<file path="src/rtl/pinirq_pkg.sv">
package pinirq_pkg;
  localparam int KEY_W      = 8;
  localparam int SYNC_DEPTH = 2;
  localparam int POL0_BIT   = 0;
  localparam int POL1_BIT   = 1;
  localparam int POLC_BIT   = 2;
  localparam int CSEL_BIT   = 4;
  localparam int WAKE_BIT   = 5;

  typedef struct packed {
    logic armed;
    logic pol0;
    logic pol1;
    logic polCnt;
    logic cntSel;
    logic keyMode;
    logic line1Mute;
  } ctlStrobes_t;
endpackage

</file>
<file path="src/rtl/pinirq_sync.sv">
module pinirq_sync #(
  parameter int W      = 12,
  parameter int STAGES = 2
) (
  input  logic         clk,
  input  logic         rstN,
  input  logic [W-1:0] d,
  output logic [W-1:0] q
);
  logic [W-1:0] stage [STAGES];

  generate
    for (genvar s = 0; s < STAGES; s++) begin : g_stage
      if (s == 0) begin : g_first
        always_ff @(posedge clk or negedge rstN)
          if (!rstN) stage[0] <= '1;
          else       stage[0] <= d;
      end else begin : g_rest
        always_ff @(posedge clk or negedge rstN)
          if (!rstN) stage[s] <= '1;
          else       stage[s] <= stage[s-1];
      end
    end
  endgenerate

  assign q = stage[STAGES-1];
endmodule

</file>
<file path="src/rtl/pinirq_control.sv">
module pinirq_control
  import pinirq_pkg::*;
#(
  parameter int STAGES = SYNC_DEPTH
) (
  input  logic        clk,
  input  logic        rstN,
  input  logic        powerDown,
  input  logic [7:0]  modeSel,
  output ctlStrobes_t ctl
);
  localparam int ARM_CYC = STAGES + 1;
  localparam int CNT_W   = $clog2(ARM_CYC + 1);

  logic [CNT_W-1:0] armCnt;
  logic             armed;

  // Edge logic needs the synchroniser and history register filled first.
  always_ff @(posedge clk or negedge rstN)
    if (!rstN)                           armCnt <= '0;
    else if (armCnt != CNT_W'(ARM_CYC))  armCnt <= armCnt + 1'b1;

  assign armed = (armCnt == CNT_W'(ARM_CYC));

  always_comb begin
    ctl.armed     = armed;
    ctl.pol0      = modeSel[POL0_BIT];
    ctl.pol1      = modeSel[POL1_BIT];
    ctl.polCnt    = modeSel[POLC_BIT];
    ctl.cntSel    = modeSel[CSEL_BIT];
    ctl.keyMode   = powerDown &  modeSel[WAKE_BIT];
    ctl.line1Mute = ~powerDown & modeSel[WAKE_BIT];
  end
endmodule

</file>
<file path="src/rtl/pinirq_datapath.sv">
module pinirq_datapath
  import pinirq_pkg::*;
#(
  parameter int KW     = KEY_W,
  parameter int STAGES = SYNC_DEPTH
) (
  input  logic          clk,
  input  logic          rstN,
  input  logic          intPin0,
  input  logic          intPin1,
  input  logic          cntPin0,
  input  logic          cntPin1,
  input  logic [KW-1:0] keyPort,
  input  logic [KW-1:0] keyIsInput,
  input  ctlStrobes_t   ctl,
  output logic          reqInt0,
  output logic          reqInt1,
  output logic          reqCnt
);
  localparam int N      = KW + 4;
  localparam int I_INT0 = 0;
  localparam int I_INT1 = 1;
  localparam int I_CNT0 = 2;
  localparam int I_CNT1 = 3;
  localparam int I_KEY  = 4;

  logic [N-1:0] rawPins, syncQ, prevQ, riseV, fallV;
  logic         hit0, hit1, cntRise, cntFall, cntHit;
  logic         keyLow, keyPrev, keyHit, line1;

  assign rawPins = {keyPort, cntPin1, cntPin0, intPin1, intPin0};

  pinirq_sync #(.W(N), .STAGES(STAGES)) u_sync (
    .clk (clk),
    .rstN(rstN),
    .d   (rawPins),
    .q   (syncQ)
  );

  always_ff @(posedge clk or negedge rstN)
    if (!rstN) prevQ <= '1;
    else       prevQ <= syncQ;

  // Per-pin edges before any muxing, so select or polarity changes cannot fake one.
  assign riseV = syncQ & ~prevQ;
  assign fallV = ~syncQ & prevQ;

  assign hit0    = ctl.pol0 ? riseV[I_INT0] : fallV[I_INT0];
  assign hit1    = ctl.pol1 ? riseV[I_INT1] : fallV[I_INT1];
  assign cntRise = ctl.cntSel ? riseV[I_CNT1] : riseV[I_CNT0];
  assign cntFall = ctl.cntSel ? fallV[I_CNT1] : fallV[I_CNT0];
  assign cntHit  = ctl.polCnt ? cntRise : cntFall;

  assign keyLow = |(~syncQ[N-1:I_KEY] & keyIsInput);
  assign keyHit = keyLow & ~keyPrev;

  always_ff @(posedge clk or negedge rstN)
    if (!rstN) keyPrev <= 1'b0;
    else       keyPrev <= ctl.keyMode & keyLow;

  always_comb begin
    if (ctl.keyMode)        line1 = keyHit;
    else if (ctl.line1Mute) line1 = 1'b0;
    else                    line1 = hit1;
  end

  always_ff @(posedge clk or negedge rstN)
    if (!rstN) begin
      reqInt0 <= 1'b0;
      reqInt1 <= 1'b0;
      reqCnt  <= 1'b0;
    end else begin
      reqInt0 <= ctl.armed & hit0;
      reqInt1 <= ctl.armed & line1;
      reqCnt  <= ctl.armed & cntHit;
    end
endmodule

</file>
<file path="src/rtl/pinirq_top.sv">
module pinirq_top
  import pinirq_pkg::*;
(
  input  logic       clk,
  input  logic       rstN,
  input  logic       intPin0,
  input  logic       intPin1,
  input  logic       cntPin0,
  input  logic       cntPin1,
  input  logic [7:0] keyPort,
  input  logic [7:0] keyIsInput,
  input  logic       powerDown,
  input  logic [7:0] modeSel,
  output logic       reqInt0,
  output logic       reqInt1,
  output logic       reqCnt
);
  ctlStrobes_t ctl;

  pinirq_control #(.STAGES(SYNC_DEPTH)) u_ctl (
    .clk      (clk),
    .rstN     (rstN),
    .powerDown(powerDown),
    .modeSel  (modeSel),
    .ctl      (ctl)
  );

  pinirq_datapath #(.KW(KEY_W), .STAGES(SYNC_DEPTH)) u_dp (
    .clk       (clk),
    .rstN      (rstN),
    .intPin0   (intPin0),
    .intPin1   (intPin1),
    .cntPin0   (cntPin0),
    .cntPin1   (cntPin1),
    .keyPort   (keyPort),
    .keyIsInput(keyIsInput),
    .ctl       (ctl),
    .reqInt0   (reqInt0),
    .reqInt1   (reqInt1),
    .reqCnt    (reqCnt)
  );
endmodule

</file>
<file path="config.mk">
export PLATFORM = sky130hd
export DESIGN_NAME = pinirq_top
export DESIGN_NICKNAME = d
export VERILOG_FILES = /design/src/rtl/pinirq_pkg.sv /design/src/rtl/pinirq_sync.sv /design/src/rtl/pinirq_control.sv /design/src/rtl/pinirq_datapath.sv /design/src/rtl/pinirq_top.sv
export SDC_FILE = /design/constraint.sdc
export NUM_CORES = 1
export LEC_CHECK = 0
export BUFFER_PORTS_ARGS = -buffer_cell sky130_fd_sc_hd__buf_2
export CAP_MARGIN = 0
export CORE_MARGIN = 4
export CORE_UTILIZATION = 43
export DETAILED_ROUTE_END_ITERATION = 10
export PLACE_DENSITY_LB_ADDON = 0.12
export REMOVE_ABC_BUFFERS = 1
export SYNTH_ARGS = -nofsm -noshare
export SYNTH_HDL_FRONTEND = slang
export SYNTH_SLANG_ARGS = --single-unit
export TNS_END_PERCENT = 5
</file>
<file path="constraint.sdc">
create_clock -name clk -period 1.3 [get_ports clk]
set_input_delay 0.065 -clock clk [delete_from_list [all_inputs] [get_ports clk]]
set_output_delay 0.065 -clock clk [all_outputs]
set_load 0.05 [all_outputs]
</file>
### Word-level counts from Yosys, hierarchy flattened

Cells that the tools add are included.

* flip-flop bits (word level): 34
* output and inout port bits: 3
* word-level logic and storage cells: 34
* bits of input ports: 31

* add/sub/neg operators: 1
* bitwise operators: 15
* mux-type cells: 7
* equality and inequality tests: 2
* reduce and logical (&&, ||, !) cells: 1

Operators by type and width (number)
* 4-bit bitwise AND: 2
* 8-bit bitwise AND: 1
* 4-bit inverter: 2
* 8-bit inverter: 1
* 8-bit OR reduction: 1
* 1-bit bitwise AND: 7
* 1-bit 2-to-1 mux: 7
* 2-bit by 1-bit adder with 2-bit output (second input constant): 1
* 2-bit == test (second input constant): 1
* 2-bit inequality test (second input constant): 1
* 1-bit inverter: 2

### Longest topological paths before layout

* depth after elaboration: 6
* mapped depth: 4
* gate-level depth less buffers: 4

### Modules after synthesis

From an unflattened synthesis, not the netlist that was laid out.

* cell total of the unflattened synthesis: 88
* area, all modules: 1262.5 µm²

Modules (own cells, without submodules)
* pinirq_sync: instances 1, area each 720.7 µm², cells an instance 36
* pinirq_datapath: instances 1, area each 392.9 µm², cells an instance 39
* pinirq_control: instances 1, area each 148.9 µm², cells an instance 13

### Least setup slack after synthesis

OpenSTA, ideal clock, no wires.

* path kind: flip-flop to flip-flop
* start: register u_dp.u_sync.stage, in the netlist u_dp.u_sync.q[10]
* end: register u_dp.reqInt1
* arrival time: 1283 ps
* setup slack: -104 ps
* library setup time: 122 ps
* period minus slack after synthesis: 1404 ps
* buffers on the path: 0
* stages on the path, launching flop included: 4
* required time: 1178 ps
* cell sequence: dfstp_2 o22ai_1 or4_1 a32o_1

* cells in the longest elaborated chain, start to end: 6

RTL lines
* start, declared: line pinirq_sync.sv:10 `logic [W-1:0] stage [STAGES];`
* start signal, assigned by index: line pinirq_sync.sv:21 `else stage[s] <= stage[s-1];`
* 8-bit inverter: line pinirq_datapath.sv:54 `assign keyLow = |(~syncQ[N-1:I_KEY] & keyIsInput);`
* 8-bit bitwise AND: line pinirq_datapath.sv:54
* 8-bit OR reduction: line pinirq_datapath.sv:54
* 1-bit bitwise AND: line pinirq_datapath.sv:55 `assign keyHit = keyLow & ~keyPrev;`
* 1-bit 2-to-1 mux: line pinirq_datapath.sv:62 `if (ctl.keyMode) line1 = keyHit;`
* 1-bit bitwise AND: line pinirq_datapath.sv:74 `reqInt1 <= ctl.armed & line1;`
* end signal, assigned: line pinirq_datapath.sv:74
* end, declared: line pinirq_datapath.sv:17 `output logic reqInt1,`

Every way passes these cells.
A chain may end at the register's enable or synchronous reset.

### Worst setup path after layout

* start: register u_dp.u_sync.stage, in the netlist u_dp.u_sync.q[11]
* end: register u_dp.keyPrev

* cells in the longest elaborated chain, start to end: 4

RTL lines
* 8-bit inverter: line pinirq_datapath.sv:54
* 8-bit bitwise AND: line pinirq_datapath.sv:54
* 8-bit OR reduction: line pinirq_datapath.sv:54
* 1-bit bitwise AND: line pinirq_datapath.sv:59 `else keyPrev <= ctl.keyMode & keyLow;`
* end signal, assigned: line pinirq_datapath.sv:59
* end, declared: line pinirq_datapath.sv:29 `logic keyLow, keyPrev, keyHit, line1;`

Every way passes these cells.

==> qor.yml <==
outcome:
  status: "complete, but fails checks"
  violations: "setup timing"
layout:
  stdcell_count: 153
  fill_cells: 195
  area.growth.synth_to_final_pct: 39.9
  nets: 154
  drive_gt1_frac: 0.577
  antenna_cells: 0
sta:
  slew_headroom: 0.728
  min_period_ps: 1450
  grt_setup_unrepaired: "yes"
  finalWorstSetupSlack_ps: -147
  setup_violations: 2
  hold_viol: 0
  tightest_slew_ps: 407
  skew_ps: 7.31
  min_period_over_period: 1.11
  fmaxAchievable_ghz: 0.691
  drv_slew: 0
cts:
  cts_tree: "yes"
  clock_path_buffers: 2
  clk_latency_ps: 320
  clk_pin_slew_worst_paths_ps: 100
  cts.sinks: 34
  numCtsBuffers: 5
  cts_max_level: 2
  root_buffer: "clkbuf_4"
synthesis:
  synth_top_area_cell: "dfstp_2"
  syn_inst: 67
  ys_warn_count: 0
  synthDistinctLibCells: 22
  yosysMostFrequentCell: "dfstp_2"
  synth-main-ff-cell: "dfstp_2"
  ys_seq_elements: 34
  synth.avg_cell_area_um2: 16.4
  synth_area_leaders: "dfstp_2 67%, dfrtp_1 14%, inv_1 3.1%"
  synth_edf_count: 0
  synth_common_cells: "28 x dfstp_2, 9 x inv_1, 6 x dfrtp_1"
  ys_async_sr_fraction: 1.00
  netlist.area_leader.share: 0.669
  synth_area_mm2: 0.00110
  yosysSeqAreaShare: 0.805
place:
  pre_cts_ws_ps: -142
  dpl.cell_count: 129
  place_congestion: 0.722
  port_buffers: 30
setup_path:
  cp.arrival_ps: 1670
  critical-path-top-delay-family: "simple AND/OR/NAND/NOR gates"
  cp_slowest_cell: "dfstp_2"
  crit_buf_inv: 0
  cp_max_fo: 2
  cp_slowest_stage_delay_ps: 530
  cp-end-kind: "register"
  worstPathRequired_ps: 1520
  cp-start-kind: "register"
  crit_chain: "o22ai_1 -> or4_1 -> and3_2"
  criticalPathCategory: "reg -> reg"
power_and_ir_drop:
  power_leakage_nw: 0.710
  peakVddDrop_mv: 1.07
  power.density_mw_per_mm2: 1260
drt:
  drtAntennaViolNets: 0
  viasPerCell: 4.39
  wl_per_cell_um: 12.0
  wl_mm: 1.83
  drt_iter0_drc: 6
  drc_errors: 0
  drt_pre_antenna_iters: 2
  vias: 672
grt:
  grt_pass1_vias: 696
  grt_start_max_net_pins: 19
  track_usage: 0.122
  grt_pass1_wl_mm: 2.92
  antenna_found_initial: 0
  overflow: 0
floorplan:
  ios: 34
  die_w_um: 58.6
  coreArea_mm2: 0.00245
  dieHeight_um: 58.6
  row_count: 18
  start_util: 0.448
  die-area_mm2: 0.00343
run:
  drv_cap: 0
worst_hold_path:
  hp-class: "in -> reg"
-- worst paths after layout --
check	startpoint	to	slack, ps	cells after the start
max reg2reg	u_dp.u_sync.q[11]	u_dp.keyPrev	-150	3
min	modeSel[4]	u_dp.reqCnt	20	2
min reg2reg	u_dp.u_sync.stage[16]	u_dp.u_sync.q[4]	360	0
min in group asynchronous	rstN	u_ctl.armCnt[0]	190	2
max in group asynchronous	rstN	u_dp.u_sync.stage[19]	610	3
max	u_dp.u_sync.q[11]	u_dp.keyPrev	-150	3
-- cell type report --
type / instances / area [µm²] / area share
Sequential cell: 34 / 886 / 0.576
Timing Repair Buffer: 48 / 338 / 0.220
Multi-Input combinational cell: 24 / 180 / 0.117
Clock buffer: 6 / 51.3 / 0.0333
Tap cell: 30 / 37.5 / 0.0244
Inverter: 9 / 33.8 / 0.0220
Clock inverter: 2 / 12.5 / 0.00813
-- per-stage QoR --
stage | TNS (ps) | instance area [µm²] | hold slack, ps | utilization | power (mW)
4_1_cts | -297 | 1530 | 7.69 | 0.623 | 1.96
2_1_floorplan | -206 | 1100 | -231 | - | 1.24
3_5_place_dp | -274 | 1320 | 16.7 | 0.536 | 1.32
3_3_place_gp | -244 | 1320 | 14.0 | 0.536 | 1.32
6_report | -293 | 1540 | 22.7 | 0.627 | 1.93
5_1_grt | -375 | 1540 | 11.1 | 0.627 | 2.04
-- power by group --
part           internal [mW]  switching (mW)
registers               1.15          0.0186
logic                 0.0929          0.0842
clock network          0.260           0.331
total                   1.50           0.434
-- flip-flops by register name (all words and copies together) (netlist names) --
| signal | flops |
|---|---|
| u_dp.prevQ | 4 |
| u_dp.u_sync.q | 12 |
| u_dp.u_sync.stage | 12 |
| u_dp.reqInt1 | 1 |
| u_ctl.armCnt | 2 |
| u_dp.reqCnt | 1 |
| u_dp.reqInt0 | 1 |
| u_dp.keyPrev | 1 |
-- what timing repair did --
action | 4_1_cts | 5_1_grt
resized for setup | 0 | 1
pin swaps | 2 | 0
gates cloned | 0 | 0
buffers inserted | 0 | 0
endpoints found under the setup margin | 2 | 3
hold buffers | 15 | 1
endpoints found under the hold margin | 29 | 1
-- layout by cell type, fill, tap and decap left out, drive strengths merged, types with 2 or more instances in the layout --
cell,instances
buf,32
clkbuf,6
dfrtp,6
dfstp,28
dlygate4sd3,16
inv,9
nand2,2
nand3b,2
o22ai,4
-- kinds of logic after synthesis --
logic type | after synthesis | synth area share
AOI/OAI and AO/OA | 9 | 0.0592
DFF | 34 | 0.805
buffers and inverters | 9 | 0.0307
muxes | 1 | 0.0102
xor gates and xnor gates | 1 | 0.00797
adders and majority gates | 1 | 0.0114
and+or+nand+nor | 12 | 0.0751
-- routing by layer --
metal | global-route usage | wire length, µm
met1 | 0.122 | 710
met2 | 0.212 | 977
met3 | 0.0461 | 124
met4 | 0.0777 | 19
met5 | 0 | 0
(Power assumes the default switching activity.)
